### src/rtl/pt_walker2.sv
module pt_walker2 #(
  parameter int NMAST = 6,
  parameter int MIW   = (NMAST > 1) ? $clog2(NMAST) : 1
) (
  input  logic             clk,
  input  logic             rst_n,
  input  logic [31:0]      table_base,
  input  logic             req_valid,
  input  logic [31:0]      req_iova,
  input  logic [MIW-1:0]   req_master,
  output logic             req_ready,
  output logic             mem_req_valid,
  output logic [31:0]      mem_req_addr,
  input  logic             mem_rsp_valid,
  input  logic [31:0]      mem_rsp_data,
  output logic             rsp_valid,
  output logic             rsp_fault,
  output logic [31:0]      rsp_pa,
  output logic [3:0]       rsp_aci,
  input  logic [1:0]       flt_clr,
  output logic [1:0]       flt_sts,
  output logic [31:0]      l1_flt_addr,
  output logic [31:0]      l2_flt_addr,
  output logic [NMAST-1:0] l1_blame,
  output logic [NMAST-1:0] l2_blame
);
  localparam int DIR_BITS = 12;
  localparam int PT_BITS  = 8;
  localparam int OFF_BITS = 32 - DIR_BITS - PT_BITS;

  typedef enum logic [2:0] {S_IDLE, S_RD_DTE, S_RD_PTE, S_DONE, S_FAULT} st_t;

  st_t         st;
  logic [31:0] va_q, dte_q, pte_q;
  logic [MIW-1:0] mst_q;
  logic        issued;

  wire [DIR_BITS-1:0] dir_idx = va_q[31 -: DIR_BITS];
  wire [PT_BITS-1:0]  pt_idx  = va_q[OFF_BITS +: PT_BITS];
  wire walking = (st == S_RD_DTE) || (st == S_RD_PTE);
  wire take    = walking && issued && mem_rsp_valid;
  wire dte_ok  = (mem_rsp_data[1:0] == 2'b01);
  wire pte_ok  = mem_rsp_data[1];
  wire l1_hit  = take && (st == S_RD_DTE) && !dte_ok;
  wire l2_hit  = take && (st == S_RD_PTE) && !pte_ok;
  wire [NMAST-1:0] mst_oh = NMAST'(1) << mst_q;

  assign req_ready     = (st == S_IDLE);
  assign mem_req_valid = walking && !issued;
  assign mem_req_addr  = (st == S_RD_PTE)
    ? {dte_q[31:10], 10'b0} + {{(30-PT_BITS){1'b0}}, pt_idx, 2'b00}
    : table_base + {{(30-DIR_BITS){1'b0}}, dir_idx, 2'b00};
  assign rsp_valid = (st == S_DONE) || (st == S_FAULT);
  assign rsp_fault = (st == S_FAULT);
  assign rsp_pa    = {pte_q[31:OFF_BITS], va_q[OFF_BITS-1:0]};
  assign rsp_aci   = pte_q[7:4];

  always_ff @(posedge clk or negedge rst_n) begin
    if (!rst_n) begin
      st <= S_IDLE; va_q <= '0; dte_q <= '0; pte_q <= '0; mst_q <= '0; issued <= 1'b0;
    end else begin
      case (st)
        S_IDLE: if (req_valid) begin
          va_q <= req_iova; mst_q <= req_master; issued <= 1'b0; pte_q <= '0; st <= S_RD_DTE;
        end
        S_RD_DTE, S_RD_PTE: begin
          if (!issued) issued <= 1'b1;
          else if (mem_rsp_valid) begin
            issued <= 1'b0;
            if (st == S_RD_DTE) begin
              if (dte_ok) begin dte_q <= mem_rsp_data; st <= S_RD_PTE; end
              else st <= S_FAULT;
            end else begin
              if (pte_ok) begin pte_q <= mem_rsp_data; st <= S_DONE; end
              else st <= S_FAULT;
            end
          end
        end
        default: st <= S_IDLE;
      endcase
    end
  end

  always_ff @(posedge clk or negedge rst_n) begin
    if (!rst_n) begin
      flt_sts <= '0; l1_flt_addr <= '0; l2_flt_addr <= '0; l1_blame <= '0; l2_blame <= '0;
    end else begin
      flt_sts[0] <= l1_hit | (flt_sts[0] & ~flt_clr[0]);
      flt_sts[1] <= l2_hit | (flt_sts[1] & ~flt_clr[1]);
      l1_blame <= (l1_blame & ~{NMAST{flt_clr[0]}}) | (l1_hit ? mst_oh : '0);
      l2_blame <= (l2_blame & ~{NMAST{flt_clr[1]}}) | (l2_hit ? mst_oh : '0);
      if (l1_hit) l1_flt_addr <= va_q;
      if (l2_hit) l2_flt_addr <= va_q;
    end
  end

  p_req_pulse_r7: assert property (@(posedge clk) disable iff (!rst_n)
    mem_req_valid |=> !mem_req_valid);
  p_idle_quiet_r7: assert property (@(posedge clk) disable iff (!rst_n)
    req_ready |-> !mem_req_valid);
  p_rsp_pulse_r6: assert property (@(posedge clk) disable iff (!rst_n)
    rsp_valid |=> !rsp_valid);
  p_l1_cause_r3: assert property (@(posedge clk) disable iff (!rst_n)
    $rose(flt_sts[0]) |-> ($past(mem_rsp_valid) && $past(mem_rsp_data[1:0]) != 2'b01));
  p_sticky_r8: assert property (@(posedge clk) disable iff (!rst_n)
    (flt_sts[1] && !flt_clr[1]) |=> flt_sts[1]);
  p_fault_rsp_r9: assert property (@(posedge clk) disable iff (!rst_n)
    $rose(flt_sts[1]) |-> (rsp_valid && rsp_fault));
endmodule

### config.mk
export PLATFORM = sky130hd
export DESIGN_NAME = pt_walker2
export DESIGN_NICKNAME = d
export VERILOG_FILES = /design/src/rtl/pt_walker2.sv
export SDC_FILE = /design/constraint.sdc
export NUM_CORES = 1
export LEC_CHECK = 0
export BUFFER_PORTS_ARGS = -buffer_cell sky130_fd_sc_hd__buf_2
export CORE_UTILIZATION = 30
export CTS_CLUSTER_SIZE = 14
export DETAILED_ROUTE_END_ITERATION = 12
export PLACE_DENSITY = 0.53
export RECOVER_POWER = 100
export SLEW_MARGIN = 20
export SYNTH_ARGS = -nofsm -noshare
export SYNTH_HDL_FRONTEND = slang
export SYNTH_SLANG_ARGS = --single-unit
### constraint.sdc
create_clock -name clk -period 5.9 [get_ports clk]
set_input_delay 1.77 -clock clk [delete_from_list [all_inputs] [get_ports clk]]
set_output_delay 1.77 -clock clk [all_outputs]
set_load 0.1 [all_outputs]
Yosys cells after proc, flatten, opt, wreduce, memory -nomap -nowiden
Index checks and enable logic that the tools add are counted.
{"block": "totals", "regBits": 181, "in_bits": 105, "wordCells": 76}
{"block": "op_classes", "addsub": 2, "eq_ne": 10, "shifts": 1, "n_mux": 20, "bitwise": 12, "reduce_logical": 20}
{"cell": "$mux W32", "n": 6}
{"cell": "$pmux W32 S2", "n": 1}
{"cell": "$add A32 B10 Y32", "n": 1}
{"cell": "$add A32 B14 Y32", "n": 1}
{"cell": "$mux W3", "n": 6}
{"cell": "$and A6 B6 Y6", "n": 2}
{"cell": "$mux W6", "n": 2}
{"cell": "$not A6 Y6", "n": 2}
{"cell": "$or A6 B6 Y6", "n": 2}
{"cell": "$ne A2 B2 Y1 const B", "n": 5}
{"cell": "$logic_and A1 B1 Y1", "n": 7}
{"cell": "$eq A3 B2 Y1 const B", "n": 2}
{"cell": "$pmux W3 S2", "n": 1}
{"cell": "$reduce_and A6 Y1", "n": 1}
{"cell": "$shl A1 B3 Y6 const A", "n": 1}
{"cell": "$reduce_and A5 Y1", "n": 1}
{"cell": "$reduce_and A2 Y1", "n": 2}
{"cell": "$eq A3 B1 Y1 const B", "n": 1}
{"cell": "$eq A3 B3 Y1 const B", "n": 1}
{"cell": "$logic_not A1 Y1", "n": 3}
{"cell": "$logic_not A3 Y1", "n": 1}
{"cell": "$mux W1", "n": 3}
{"cell": "$reduce_and A3 Y1", "n": 1}
{"cell": "$and A1 B1 Y1", "n": 2}
{"cell": "7 further kinds", "n": 10}

Longest topological paths before layout
{"block": "depth", "word_depth": 8, "ltp_mapped": 8}

Least setup slack after synthesis
OpenSTA, ideal clock, no wires.
{"block": "synth_path", "kind": "input-to-output", "startpoint": "in table_base[2]", "endpoint": "out mem_req_addr[20]", "arrival_ps": 5612, "required_ps": 4130, "slack_ps": -1482, "cell_stages": 8, "cell_sequence": "ha_1 -> fa_1 -> a21o_1 -> a221oi_2 -> o21ai_2 -> nand3_1 -> nor2_1 -> a211oi_1"}
{"block": "synth_between", "elab_chain_len": 2}
{"element": "start, declared", "line_no": "7", "rtl": "input logic [31:0] table_base,"}
{"element": "$add A32 B14 Y32", "line_no": "52", "rtl": ": table_base + {{(30-DIR_BITS){1'b0}}, dir_idx, 2'b00};"}
{"element": "$mux W32", "line_no": "51", "rtl": "? {dte_q[31:10], 10'b0} + {{(30-PT_BITS){1'b0}}, pt_idx, 2'b00}"}
{"element": "end, declared", "line_no": "13", "rtl": "output logic [31:0] mem_req_addr,"}
No other way between the ends.

Worst setup path after layout
{"block": "layout_path", "startpoint": "in table_base[2]", "endpoint": "out mem_req_addr[26]"}
Same word-level chain as after synthesis.

==> impl_metrics.py <==
metrics = {
    "critical_path": {
        "start_kind": "input port",
        "critPathArrivalTime_ns": 4.04,
        "cpPeakStageDelay_ns": 0.41,
        "crit_chain": "buf_2 -> ha_1 -> fa_2 -> a21o_1 -> a221oi_4 -> o21ai_4 -> or3_4 -> o32ai_2 -> nor2_4 -> buf_4",
        "timing.rr.end": "va_q[27]$_DFFE_PN0P_",
        "slowest_stage": "or3_4",
        "end_kind": "primary output",
        "rrSetupSlack_ns": 2.31,
        "critPathMaxFanout": 6,
        "critPathKind": "input port to primary output",
        "crit_start": "table_base[2]",
        "r2r-start": "st[2]$_DFFE_PN0P_",
        "rr_worst_depth": 3,
        "required_ns": 4.13,
    },
    "finish": {
        "layout-drive-gt1-share_pct": 32.1,
        "final_common_cell": "nand2_1",
        "post-route-cell-area_sq_um": 10300,
        "final_cell_mix": "180 x nand2_1, 163 x dfrtp_1, 131 x clkbuf_1, 98 x buf_2, 95 x mux2_2",
        "area_growth_pct": 32.6,
        "nets": 1115,
    },
    "route": {
        "drt_iter0_markers": 349,
        "wl_um": 23000,
        "firstDrtPassIters": 4,
        "vias": 6248,
        "viasPerCell": 4.66,
        "routedWlPerCell_um": 17.2,
        "antenna_left": 0,
        "drc": 0,
    },
    "sta": {
        "setup_viol": 0,
        "timing.final.ws_setup_ns": 0.0854,
        "whs_ns": 0.477,
        "fin_skew_ns": 0.0184,
        "fmax_mhz": 172,
        "rsz0062_at_grt": "yes",
        "relSlewSlack_pct": -96.0,
        "tightest_slew_ns": 2.94,
        "fin_crit_sh_pct": 98.6,
        "period_minus_slack_ns": 5.81,
        "final_hold_viol_count": 0,
        "final_max_slew_viol_count": 264,
    },
    "global_route": {
        "grt_util_met1_pct": 23.4,
        "grt_max_degree": 85,
        "grt_pass1_wl_um": 35100,
        "grt_pass1_vias": 6027,
        "grt.met2_usage_pct": 28.4,
        "grt_busiest_layer": "met2",
        "antenna_found_initial": 0,
        "grt.overflow.total": 0,
        "track_usage_pct": 17.4,
        "grt_use_met3_pct": 3.91,
    },
    "die": {
        "fp.dieArea_sq_um": 26600,
        "rows": 58,
        "core_region_area_sq_um": 25300,
        "die_x_um": 163,
        "start_util_pct": 30.7,
        "io_pins": 255,
        "die_h_um": 163,
    },
    "logic_synthesis": {
        "synthDistinctLibCells": 61,
        "async_reset_ff_share_pct": 100,
        "synth_warnings": 0,
        "synth_compound_area_share_pct": 10.1,
        "synth_mux_area_share_pct": 14.3,
        "synth_top_family_by_area": "simple AND/OR/NAND/NOR gates",
        "synth_xor_area_share_pct": 1.80,
        "synth.avg_cell_area_sq_um": 10.4,
        "synth_adder_area_share_pct": 2.19,
        "synth_nets": 865,
        "ys_seq_area_share_pct": 52.4,
        "synth-seq-cells": 163,
        "synth_edf_count": 0,
        "yosys.area_share.simple_pct": 15.3,
        "ys.flop_type": "dfrtp_1",
        "synthesis.area_sq_um": 7780,
        "syn-instance-count": 747,
    },
    "clocking": {
        "clk_pin_slew_ns": 0.07,
        "cts_tree": "built",
        "cts_buffer_depth": 2,
        "cts_sinks": 163,
        "insertion_delay_ns": 0.43,
        "cts_buffers": 17,
        "h-tree-depth": 4,
        "root_buffer": "clkbuf_16",
    },
    "placement": {
        "gp_congestion": 0.782,
        "placed_area_sq_um": 9840,
        "pre_cts_ws_ns": -0.173,
        "dp_hpwl_um": 16400,
        "io_buffers": 250,
    },
    "min_path": {
        "min_path_type": "flip-flop to flip-flop",
        "worst_hold_path.num_cells": 2,
        "min_to": "l1_flt_addr[24]$_DFFE_PN0N_",
        "min_from": "l1_flt_addr[24]$_DFFE_PN0N_",
    },
    "status": {
        "violations": "capacitance limit, slew limit",
        "run_status": "complete, but fails checks",
    },
    "flow_run": {
        "cap_violations": 6,
    },
}
[logic make-up (layout without fill, tap and decap cells)]
| group | after synthesis | after routing |
|---|---|---|
| AO/OA/AOI/OAI | 121 | 121 |
| XOR/XNOR | 16 | 16 |
| adder cells (fa/ha/maj) | 13 | 13 |
| buffers and inverters | 65 | 328 |
| flip-flops | 163 | 163 |
| multiplexers | 99 | 99 |
| other | 0 | 1 |
| AND/OR/NAND/NOR | 270 | 270 |
[state kept, by name, summed over array words and instances (netlist names)]
register / flops
mst_q: 3
l2_flt_addr: 32
flt_sts: 2
pte_q: 24
issued: 1
l1_blame: 6
st: 3
l1_flt_addr: 32
va_q: 32
dte_q: 22
l2_blame: 6
[area by class of cell]
class | count | area [sq um]
Inverter | 17 | 63.8
Fill cell | 2589 | 15000
Tap cell | 330 | 413
Antenna cell | 1 | 2.50
Multi-Input combinational cell | 519 | 3570
Sequential cell | 163 | 4080
Timing Repair Buffer | 279 | 1590
Clock buffer | 17 | 425
Clock inverter | 15 | 178
[cells in the mapped netlist, types with 2 or more instances]
cell / instances / share of area (%)
a211oi_1: 6 / 0.58
dfrtp_1: 163 / 52
xor2_1: 9 / 1.0
o21ai_2: 2 / 0.23
o21bai_1: 2 / 0.19
mux2_2: 95 / 14
inv_1: 17 / 0.82
nand2b_1: 4 / 0.32
mux2i_1: 4 / 0.51
nand4_1: 4 / 0.32
a21oi_1: 21 / 1.4
a31oi_1: 6 / 0.48
buf_1: 3 / 0.14
nor3_1: 8 / 0.51
a21o_1: 5 / 0.48
a2111oi_0: 2 / 0.23
and3_1: 5 / 0.40
o32ai_1: 5 / 0.56
buf_2: 15 / 0.96
buf_4: 12 / 1.2
or2_2: 3 / 0.24
nor2b_1: 2 / 0.16
xnor2_1: 7 / 0.79
o22ai_1: 12 / 0.96
o21a_1: 3 / 0.29
a22o_1: 2 / 0.23
nand2_1: 180 / 8.7
nor2_1: 33 / 1.6
and2_1: 9 / 0.72
ha_1: 12 / 1.9
a21oi_2: 3 / 0.34
o211ai_1: 6 / 0.58
clkbuf_1: 17 / 0.82
nand3_1: 5 / 0.32
o21ai_0: 34 / 2.2
a22oi_1: 4 / 0.39
a41oi_1: 2 / 0.23
and4_2: 2 / 0.26
[how the worst max path moves through the flow]
stage                       endpoint  slack (ns)  cells after the start
floorplan           mem_req_addr[20]       -0.48                      8
global placement    mem_req_addr[28]       -0.18                     10
detailed placement  mem_req_addr[28]       -0.17                     10
CTS                 mem_req_addr[20]      0.0009                     11
global route        mem_req_addr[16]       -0.05                     10
finish              mem_req_addr[26]        0.09                     10
[worst max-delay path, delay by kind of cell]
kind | cells | cell delay, ns
buffers and inverters | 2 | 0.33
AND/OR/NAND/NOR | 2 | 0.46
adder cells (fa/ha/maj) | 2 | 0.59
AO/OA/AOI/OAI | 4 | 0.89
[routing by layer]
metal	up-vias	wire, um	part of all wire (%)
li1	3088	-	-
met1	2977	10700	46
met2	168	11000	48
met3	15	1100	4.8
met4	0	213	0.93
met5	-	0	0
[stage by stage]
stage,cells,utilization [%],setup TNS (ns)
2_1_floorplan,747,-,-0.796
3_3_place_gp,1305,38.8,-0.699
3_5_place_dp,1305,38.8,-0.690
4_1_cts,1338,41.4,0
5_1_grt,1340,40.7,-0.0623
6_report,1341,40.8,0
[timing repair]
action | in CTS | in global routing
hold buffers | 0 | 0
pin swaps | 3 | 4
setup buffers | 1 | 2
gates resized for setup | 9 | 6
endpoints found under the setup margin | 7 | 8
Power is not shown: default switching activity piles up to over one toggle a cycle in this logic, so the estimate is an artifact.
